===== src/rtl/fsync_pkg.sv =====
package fsync_pkg;
  typedef enum logic {
    ST_SEARCH = 1'b0,
    ST_LOCK   = 1'b1
  } fs_state_e;
endpackage


===== src/rtl/fsync_correlator.sv =====
module fsync_correlator #(
  parameter int MAX_K = 32,
  parameter int ERR_W = $clog2(MAX_K + 1)
) (
  input  logic             clk_i,
  input  logic             rst_ni,
  input  logic             bit_en_i,
  input  logic             bit_i,
  input  logic [MAX_K-1:0] pattern_i,
  input  logic [ERR_W-1:0] pat_len_i,
  output logic [ERR_W-1:0] mism_o
);
  logic [MAX_K-1:0] hist_q, hist_next, mask, diff;

  assign hist_next = {hist_q[MAX_K-2:0], bit_i};

  for (genvar i = 0; i < MAX_K; i++) begin : g_mask
    assign mask[i] = (pat_len_i > ERR_W'(i));
  end

  assign diff = (hist_next ^ pattern_i) & mask;

  always_comb begin
    mism_o = '0;
    for (int i = 0; i < MAX_K; i++) begin
      mism_o = mism_o + {{(ERR_W-1){1'b0}}, diff[i]};
    end
  end

  always_ff @(posedge clk_i or negedge rst_ni) begin
    if (!rst_ni)       hist_q <= '0;
    else if (bit_en_i) hist_q <= hist_next;
  end
endmodule


===== src/rtl/fsync_bit_counter.sv =====
module fsync_bit_counter #(
  parameter int CNT_W = 12
) (
  input  logic             clk_i,
  input  logic             rst_ni,
  input  logic             bit_en_i,
  input  logic             reload_i,
  input  logic [CNT_W-1:0] frame_len_i,
  output logic             window_o
);
  logic [CNT_W-1:0] cnt_q;

  assign window_o = bit_en_i && (cnt_q == frame_len_i);

  always_ff @(posedge clk_i or negedge rst_ni) begin
    if (!rst_ni) begin
      cnt_q <= CNT_W'(1);
    end else if (bit_en_i) begin
      // cnt_q counts enabled bits since the last sync end
      if (reload_i || window_o) cnt_q <= CNT_W'(1);
      else                      cnt_q <= cnt_q + CNT_W'(1);
    end
  end
endmodule


===== src/rtl/fsync_strategy.sv =====
module fsync_strategy
  import fsync_pkg::*;
#(
  parameter int ERR_W = 6,
  parameter int VER_W = 3
) (
  input  logic             clk_i,
  input  logic             rst_ni,
  input  logic             bit_en_i,
  input  logic             window_i,
  input  logic [ERR_W-1:0] mism_i,
  input  logic [ERR_W-1:0] search_tol_i,
  input  logic [ERR_W-1:0] lock_tol_i,
  input  logic [VER_W-1:0] verify_i,
  output logic             reload_o,
  output logic             lock_o,
  output logic             search_pulse_o,
  output logic             frame_ok_o,
  output logic             miss_o
);
  fs_state_e        state_q, state_d;
  logic [VER_W-1:0] run_q, run_d;
  logic             ok_d, miss_d;
  logic             hit_s, hit_l;

  assign hit_s = (mism_i <= search_tol_i);
  assign hit_l = (mism_i <= lock_tol_i);

  always_comb begin
    state_d  = state_q;
    run_d    = run_q;
    reload_o = 1'b0;
    ok_d     = 1'b0;
    miss_d   = 1'b0;
    if (bit_en_i) begin
      unique case (state_q)
        ST_SEARCH: begin
          if (run_q == '0) begin
            if (hit_s) begin
              reload_o = 1'b1;
              if (verify_i == '0) state_d = ST_LOCK;
              else                run_d   = VER_W'(1);
            end
          end else if (window_i) begin
            if (!hit_s) begin
              run_d = '0;
            end else if (run_q == verify_i) begin
              state_d = ST_LOCK;
              run_d   = '0;
            end else begin
              run_d = run_q + VER_W'(1);
            end
          end
        end
        ST_LOCK: begin
          if (window_i) begin
            if (hit_l) begin
              run_d = '0;
              ok_d  = 1'b1;
            end else if (run_q == verify_i) begin
              state_d = ST_SEARCH;
              run_d   = '0;
              miss_d  = 1'b1;
            end else begin
              run_d = run_q + VER_W'(1);
              ok_d  = 1'b1;
            end
          end
        end
        default: state_d = ST_SEARCH;
      endcase
    end
  end

  always_ff @(posedge clk_i or negedge rst_ni) begin
    if (!rst_ni) begin
      state_q        <= ST_SEARCH;
      run_q          <= '0;
      frame_ok_o     <= 1'b0;
      miss_o         <= 1'b0;
      search_pulse_o <= 1'b0;
    end else begin
      state_q        <= state_d;
      run_q          <= run_d;
      frame_ok_o     <= ok_d;
      miss_o         <= miss_d;
      search_pulse_o <= miss_d;
    end
  end

  assign lock_o = (state_q == ST_LOCK);
endmodule


===== src/rtl/frame_sync_tracker.sv =====
module frame_sync_tracker #(
  parameter int MAX_K     = 32,
  parameter int MAX_FRAME = 2048,
  parameter int VER_W     = 3,
  localparam int ERR_W    = $clog2(MAX_K + 1),
  localparam int CNT_W    = $clog2(MAX_FRAME + 1)
) (
  input  logic             clk_i,
  input  logic             rst_ni,
  input  logic             bit_en_i,
  input  logic             bit_i,
  input  logic [MAX_K-1:0] pattern_i,
  input  logic [ERR_W-1:0] pat_len_i,
  input  logic [CNT_W-1:0] frame_len_i,
  input  logic [ERR_W-1:0] search_tol_i,
  input  logic [ERR_W-1:0] lock_tol_i,
  input  logic [VER_W-1:0] verify_i,
  output logic             lock_o,
  output logic             search_o,
  output logic             search_pulse_o,
  output logic             frame_ok_o,
  output logic             miss_o
);
  logic             armed_q;
  logic [MAX_K-1:0] pat_q, pat_e;
  logic [ERR_W-1:0] len_q, len_e, es_q, es_e, el_q, el_e;
  logic [CNT_W-1:0] flen_q, flen_e;
  logic [VER_W-1:0] ver_q, ver_e;
  logic [ERR_W-1:0] mism;
  logic             window, reload;

  // configuration is frozen at the first clock after reset
  always_ff @(posedge clk_i or negedge rst_ni) begin
    if (!rst_ni) begin
      armed_q <= 1'b0;
      pat_q   <= '0;
      len_q   <= '0;
      flen_q  <= '0;
      es_q    <= '0;
      el_q    <= '0;
      ver_q   <= '0;
    end else if (!armed_q) begin
      armed_q <= 1'b1;
      pat_q   <= pattern_i;
      len_q   <= pat_len_i;
      flen_q  <= frame_len_i;
      es_q    <= search_tol_i;
      el_q    <= lock_tol_i;
      ver_q   <= verify_i;
    end
  end

  assign pat_e  = armed_q ? pat_q  : pattern_i;
  assign len_e  = armed_q ? len_q  : pat_len_i;
  assign flen_e = armed_q ? flen_q : frame_len_i;
  assign es_e   = armed_q ? es_q   : search_tol_i;
  assign el_e   = armed_q ? el_q   : lock_tol_i;
  assign ver_e  = armed_q ? ver_q  : verify_i;

  fsync_correlator #(.MAX_K(MAX_K), .ERR_W(ERR_W)) i_corr (
    .clk_i     (clk_i),
    .rst_ni    (rst_ni),
    .bit_en_i  (bit_en_i),
    .bit_i     (bit_i),
    .pattern_i (pat_e),
    .pat_len_i (len_e),
    .mism_o    (mism)
  );

  fsync_bit_counter #(.CNT_W(CNT_W)) i_cnt (
    .clk_i       (clk_i),
    .rst_ni      (rst_ni),
    .bit_en_i    (bit_en_i),
    .reload_i    (reload),
    .frame_len_i (flen_e),
    .window_o    (window)
  );

  fsync_strategy #(.ERR_W(ERR_W), .VER_W(VER_W)) i_strat (
    .clk_i          (clk_i),
    .rst_ni         (rst_ni),
    .bit_en_i       (bit_en_i),
    .window_i       (window),
    .mism_i         (mism),
    .search_tol_i   (es_e),
    .lock_tol_i     (el_e),
    .verify_i       (ver_e),
    .reload_o       (reload),
    .lock_o         (lock_o),
    .search_pulse_o (search_pulse_o),
    .frame_ok_o     (frame_ok_o),
    .miss_o         (miss_o)
  );

  assign search_o = ~lock_o;
endmodule


===== config.mk =====
export PLATFORM = sky130hd
export DESIGN_NAME = frame_sync_tracker
export DESIGN_NICKNAME = d
export VERILOG_FILES = /design/src/rtl/fsync_pkg.sv /design/src/rtl/fsync_correlator.sv /design/src/rtl/fsync_bit_counter.sv /design/src/rtl/fsync_strategy.sv /design/src/rtl/frame_sync_tracker.sv
export SDC_FILE = /design/constraint.sdc
export NUM_CORES = 1
export LEC_CHECK = 0
export CAP_MARGIN = 25
export CORE_MARGIN = 5
export CORE_UTILIZATION = 50
export CTS_BUF_LIST = sky130_fd_sc_hd__clkbuf_16
export CTS_CLUSTER_SIZE = 40
export DETAILED_ROUTE_END_ITERATION = 7
export GPL_ROUTABILITY_DRIVEN = 0
export PLACE_DENSITY = 0.73
export SYNTH_ARGS = -nofsm -noshare
export SYNTH_HDL_FRONTEND = slang
export SYNTH_HIERARCHICAL = 1
export SYNTH_SLANG_ARGS = --single-unit

===== constraint.sdc =====
create_clock -name clk_i -period 9.9 [get_ports clk_i]
set_input_delay 1.98 -clock clk_i [delete_from_list [all_inputs] [get_ports clk_i]]
set_output_delay 1.98 -clock clk_i [all_outputs]
set_load 0.03 [all_outputs]

* Word level (Yosys, flattened, before mapping)
Index checks and enable logic that the tools add are counted.
W data, S select, Z words.
** Cells by class
- Add/sub/neg operators :: 33
- Magnitude comparators :: 34
- Equality and inequality tests :: 6
- Mux-type cells :: 37
- Bitwise gates (word level) :: 3
- Reductions and logical operators :: 5
** Operators with widths (number)
- $add A6 B1 Y6 :: 30
- $gt A6 B5 Y1 const B :: 16
- $gt A6 B4 Y1 const B :: 8
- $and A32 B32 Y32 :: 1
- $mux W32 :: 1
- $xor A32 B32 Y32 :: 1
- $mux W3 :: 9
- $gt A6 B3 Y1 const B :: 4
- $mux W12 :: 2
- $mux W1 :: 20
- $mux W6 :: 3
- $add A12 B1 Y12 const B :: 1
- $eq A12 B12 Y1 :: 1
- $gt A6 B1 Y1 const B :: 2
- $gt A6 B2 Y1 const B :: 2
- $le A6 B6 Y1 :: 2
- $logic_not A3 Y1 :: 2
- $pmux W3 S2 :: 1
- $reduce_and A5 Y1 :: 1
- $add A3 B1 Y3 const B :: 1
- $eq A3 B3 Y1 :: 1
- $ne A3 B1 Y1 const B :: 1
- $ne A3 B2 Y1 const B :: 1
- $ne A3 B3 Y1 const B :: 1
- 6 further kinds :: 6
** Storage, ports and cells
- Bits in registers :: 115
- Input bits :: 69
- Output and inout port bits :: 5
- Word-level logic and storage cells :: 131

* Logic depth before layout (Yosys ltp)
- Word-level depth :: 41
- Depth in mapped cells :: 31
- Mapped depth without buffers :: 27

* Modules after synthesis
Netlist, hierarchy kept.
** Modules (own cells, without submodules)
- frame_sync_tracker :: times used 1, cells each 140, area each 2651.3 um2, seq. area each 1651.6 um2
- fsync_correlator :: times used 1, cells each 244, area each 2571.2 um2, seq. area each 775.7 um2
- fsync_bit_counter :: times used 1, cells each 78, area each 742.0 um2, seq. area each 301.5 um2
- fsync_strategy :: times used 1, cells each 84, area each 742.0 um2, seq. area each 150.1 um2

* Least setup slack after synthesis
No wires, ideal clock.
- Path type :: input port to flip-flop
- Start point :: input pat_len_i[2]
- End point :: register i_cnt.cnt_q[10]
- Setup time :: 0.126 ns
- Arrival time :: 8.542 ns
- Data required time :: 9.774 ns
- Setup slack :: 1.231 ns
- Cell stages on the path :: 25
- Buffers on the path :: 1
- Cells stage by stage :: mux2_4 > buf_6 > or4_4 > o21ai_1 > fa_1 > inv_1 > fa_1 > fa_1 > fa_1 > fa_1 > fa_1 > ha_1 > inv_1 > fa_1 > nand2b_1 > a21oi_1 > xor2_1 > ha_1 > nand4_1 > a21oi_2 > o31ai_1 > and3_2 > inv_1 > a21oi_4 > nor2_1
** On the way
- Longest elaborated chain between the ends :: 41
- Elaborated cells between the ends (all ways) :: 72
- Classes of those cells :: add/sub (31); order compare (33); mux (6); bitwise (1); reduce/logical (1)
** RTL lines
- start: declaration :: line frame_sync_tracker.sv:13 : input logic [ERR_W-1:0] pat_len_i,
- $mux W6 *
- $gt A6 B1 Y1 :: line fsync_correlator.sv:18 : assign mask[i] = (pat_len_i > ERR_W'(i));
- $and A32 B32 Y32 * :: line fsync_correlator.sv:21 : assign diff = (hist_next ^ pattern_i) & mask;
- $add A1 B1 Y2 :: line fsync_correlator.sv:26 : mism_o = mism_o + {{(ERR_W-1){1'b0}}, diff[i]};
- $add A6 B1 Y6 (29 in series) :: line fsync_correlator.sv:26
- $add A6 B1 Y6 * :: line fsync_correlator.sv:26
- net mism[4] :: line frame_sync_tracker.sv:29 : logic [ERR_W-1:0] mism;
- $le A6 B6 Y1 * :: line fsync_strategy.sv:26 : assign hit_s = (mism_i <= search_tol_i);
- $mux W1 * :: line fsync_strategy.sv:39 : if (hit_s) begin
- $mux W1 * :: line fsync_strategy.sv:38 : if (run_q == '0) begin
- $mux W1 * :: line fsync_strategy.sv:36 : unique case (state_q)
- $mux W1 * :: line fsync_strategy.sv:35 : if (bit_en_i) begin
- net reload :: line frame_sync_tracker.sv:30 : logic window, reload;
- $logic_or A1 B1 Y1 * :: line fsync_bit_counter.sv:20 : if (reload_i || window_o) cnt_q <= CNT_W'(1);
- $mux W12 * :: line fsync_bit_counter.sv:20
- end signal: assignment :: line fsync_bit_counter.sv:21 : else cnt_q <= cnt_q + CNT_W'(1);
- end: declaration :: line fsync_bit_counter.sv:11 : logic [CNT_W-1:0] cnt_q;
The timed path passes the listed nets; every way through them passes the cells marked *.
A chain may end at the register's enable or synchronous reset.

* Worst setup path in the final report
- Start point :: input pat_len_i[3]
- End point :: register i_cnt.cnt_q[6]
** On the way
- Longest elaborated chain between the ends :: 41
- Elaborated cells between the ends (all ways) :: 72
- Classes of those cells :: add/sub (31); order compare (33); mux (6); bitwise (1); reduce/logical (1)
** RTL lines
- $mux W6 *
- net len_e[3] :: line frame_sync_tracker.sv:26 : logic [ERR_W-1:0] len_q, len_e, es_q, es_e, el_q, el_e;
- $gt A6 B1 Y1 :: line fsync_correlator.sv:18
- $and A32 B32 Y32 * :: line fsync_correlator.sv:21
- $add A1 B1 Y2 :: line fsync_correlator.sv:26
- $add A6 B1 Y6 (29 in series) :: line fsync_correlator.sv:26
- $add A6 B1 Y6 * :: line fsync_correlator.sv:26
- net mism[4] :: line frame_sync_tracker.sv:29
- $le A6 B6 Y1 * :: line fsync_strategy.sv:26
- $mux W1 * :: line fsync_strategy.sv:39
- $mux W1 * :: line fsync_strategy.sv:38
- $mux W1 * :: line fsync_strategy.sv:36
- $mux W1 * :: line fsync_strategy.sv:35
- net reload :: line frame_sync_tracker.sv:30
- $logic_or A1 B1 Y1 * :: line fsync_bit_counter.sv:20
- $mux W12 * :: line fsync_bit_counter.sv:20
Marks and branches as above.

==> summary.md <==
| Metric | Value |
|---|---|
| Critical path endpoint category | `register` |
| Top_reg_cell synth | `dfrtp_1` |
| Final nets | `737` |
| HPWL Detailed | `10.0 mm` |
| DIE WIDTH | `126 um` |
| FP Rows | `42` |
| CTS tree | `built` |
| Commonest non-fill, non-tap cells in the layout | `dfrtp_1 (113), clkdlybuf4s50_1 (71), mux2_4 (50), inv_1 (50), mux2_2 (46)` |
| Final Hold Vio Count | `0` |
| WP data arrival | `9410 ps` |
| Drt drc | `0` |
| FFs w/ async S/R, synth | `100%` |
| Clock sink count | `115` |
| Chip Height | `126 um` |
| Antenna Violating Nets Remaining | `0` |
| Synth Area in XOR/XNOR | `7.69%` |
| Vias in the first global route | `4730` |
| Number of gates resized after CTS | `0` |
| Register area share after synthesis | `42.9%` |
| I/O Buffers | `73` |
| Via density | `5.28` |
| Initial DRC count | `276` |
| Clk Latency, worst-skew pair | `410 ps` |
| GRT Total Usage | `18.3%` |
| Pin count of the biggest net entering global routing | `65` |
| Path type of the worst min-delay path | `register to register` |
| Hold path cells | `1` |
| H-Tree Level Count | `4` |
| Wire length per cell | `16.9 um` |
| Main combinational cell family by area after synthesis | `multiplexers` |
| Period Utilization, post-route | `92.2%` |
| Post-Synth Simple-Gate Area | `7.54%` |
| Total Wirelength | `13.6 mm` |
| Post-synthesis compound-gate area fraction | `6.57%` |
| Worst setup SP type | `input port` |
| Max Freq | `110 MHz` |
| Cells after synthesis | `546` |
| Post-synth EDFFs | `0` |
| Largest buffer count on any clock path | `2` |
| TritonCTS buffer count | `17` |
| Cts hold-fix bufs | `0` |
| Critical path required time | `10190 ps` |
| Core area | `13200 sq um` |
| Final Max Slew Viols | `0` |
| Final count of negative-setup-slack endpoints | `0` |
| Total grt overflow | `0` |
| Worst R2R Path Depth | `24` |
| Placed cells | `779` |
| RSZ-0062 raised after global routing | `no` |
| Layout cells sized above 1 | `23.5%` |
| Postcts setup bufs | `0` |
| Adder-Cell Fraction of Synth Area | `11.3%` |
| Synth Warn # | `6` |
| Path type of the worst setup path | `input port to register` |
| Status | `finished, final reports clean` |
| Most common cell after layout, fill and taps aside | `dfrtp_1` |
| Fin Setup TNS | `0 ps` |
| P&R area growth vs syn | `19.9%` |
| Worst-path clk slew | `50 ps` |
| Distinct cells, synth | `63` |
| Rel. slew slack | `46.4%` |
| Clock Root Buffer | `clkbuf_16` |
| Die area | `15800 sq um` |
| Syn avg cell area | `12.3 sq um` |
| Period minus WS final | `9130 ps` |
| Count of state elements after synthesis | `115` |
| Diodes inserted | `0` |
| First-pass GRT wire length | `23.1 mm` |
| Synth Cell Area | `6710 sq um` |
| Post-synthesis mux area share | `18.9%` |
| Fin cells | `807` |
| # Max-Cap Violations | `0` |
| Post-layout util | `60.9%` |
| Initial antenna violation count | `0` |
| Measured slew at the worst slew-check pin | `804 ps` |
| Synthesized net count | `661` |
| Vias | `4263` |
| Crit-path max FO | `17` |
| Worst Hold Margin | `490 ps` |
| Skew final | `11.3 ps` |
| DR pass1 iterations | `6` |
| I/O pins | `74` |
| Starting Density | `50.8%` |
-- synth_stat cells (4+ instances only) --
master	instances	area, sq um
nor2_1	30	113
a21oi_1	18	90.1
a21o_1	5	37.5
nand4_1	7	43.8
inv_1	48	180
o21ai_1	5	25.0
xor2_1	20	175
ha_1	22	275
mux2_2	46	518
fa_1	24	480
buf_2	8	40.0
and3_1	4	25.0
dfrtp_1	114	2850
xnor2_1	37	324
nand3_1	8	40.0
nand2_1	23	86.3
o21ai_0	7	35.0
buf_6	8	90.1
mux2_4	50	751
-- cell type report --
cell class / count / area, sq um
clock inverter: 11 / 76.3
inverter: 49 / 184
tap: 176 / 220
timing repair buffer: 78 / 761
clock buffer: 17 / 425
sequential: 115 / 2880
multi-input combinational: 361 / 3490
fill: 1060 / 5150
-- kinds of logic (layout without fill, tap and decap cells) --
group,count (synthesis),count (layout)
DFF,115,115
muxes,96,96
and+or+nand+nor,96,96
buffers and inverters,70,155
AOI/OAI and AO/OA,64,64
xor gates and xnor gates,58,58
adders and majority gates,46,46
other,1,1
-- path summary, 6_finish.rpt --
path                                   start           endpoint  slack (ps)
worst max register to register       armed_q     i_cnt/cnt_q[6]        1830
worst max-delay path            pat_len_i[3]     i_cnt/cnt_q[6]         770
min in group asynchronous             rst_ni            el_q[5]        1600
worst min register to register       es_q[2]            es_q[2]         490
worst min-delay path                 es_q[2]            es_q[2]         490
max in group asynchronous             rst_ni  i_corr/hist_q[11]        7050
-- registers in the layout, indices dropped and copies added (netlist names) --
name and count:
pat_q 32, i_corr/hist_q 31, flen_q 12, i_cnt/cnt_q 12
el_q 6, es_q 6, len_q 6, i_strat/run_q 3
ver_q 3, armed_q 1, i_strat/frame_ok_o 1, i_strat/lock_o 1
i_strat/miss_o 1
-- critical path, cell delays in order --
cell             delay (ps)
clkdlybuf4s50_1         420
mux2_4                  370
or4_4                   560
o21ai_1                 210
fa_1                    430
inv_1                   100
fa_1                    430
fa_1                    520
fa_1                    520
fa_1                    520
fa_1                    550
ha_1                    180
inv_1                    60
fa_1                    380
nand2b_1                160
a21oi_1                 150
xor2_1                  240
ha_1                    290
nand4_1                 130
a21oi_2                  60
o31ai_1                 430
and3_2                  270
inv_1                    80
a21oi_4                 260
nor2_1                   90
-- layer usage --
layer	global-route usage [%]	part of all wire [%]	vias up
met2	31.3	52	113
met5	0	0	-
met3	5.84	4.9	28
met4	6.62	1.9	0
li1	-	-	2006
met1	21.8	41	2116
-- metrics by stage --
step,area [sq um],setup WS (ps)
2_1_floorplan,6710,1230
3_3_place_gp,7540,511
3_5_place_dp,7540,339
4_1_cts,8040,755
5_1_grt,8040,326
6_report,8040,774
Power is left out: the tool's default activity adds up to more than one toggle a clock period on the data nets, which glitch-free logic cannot reach.
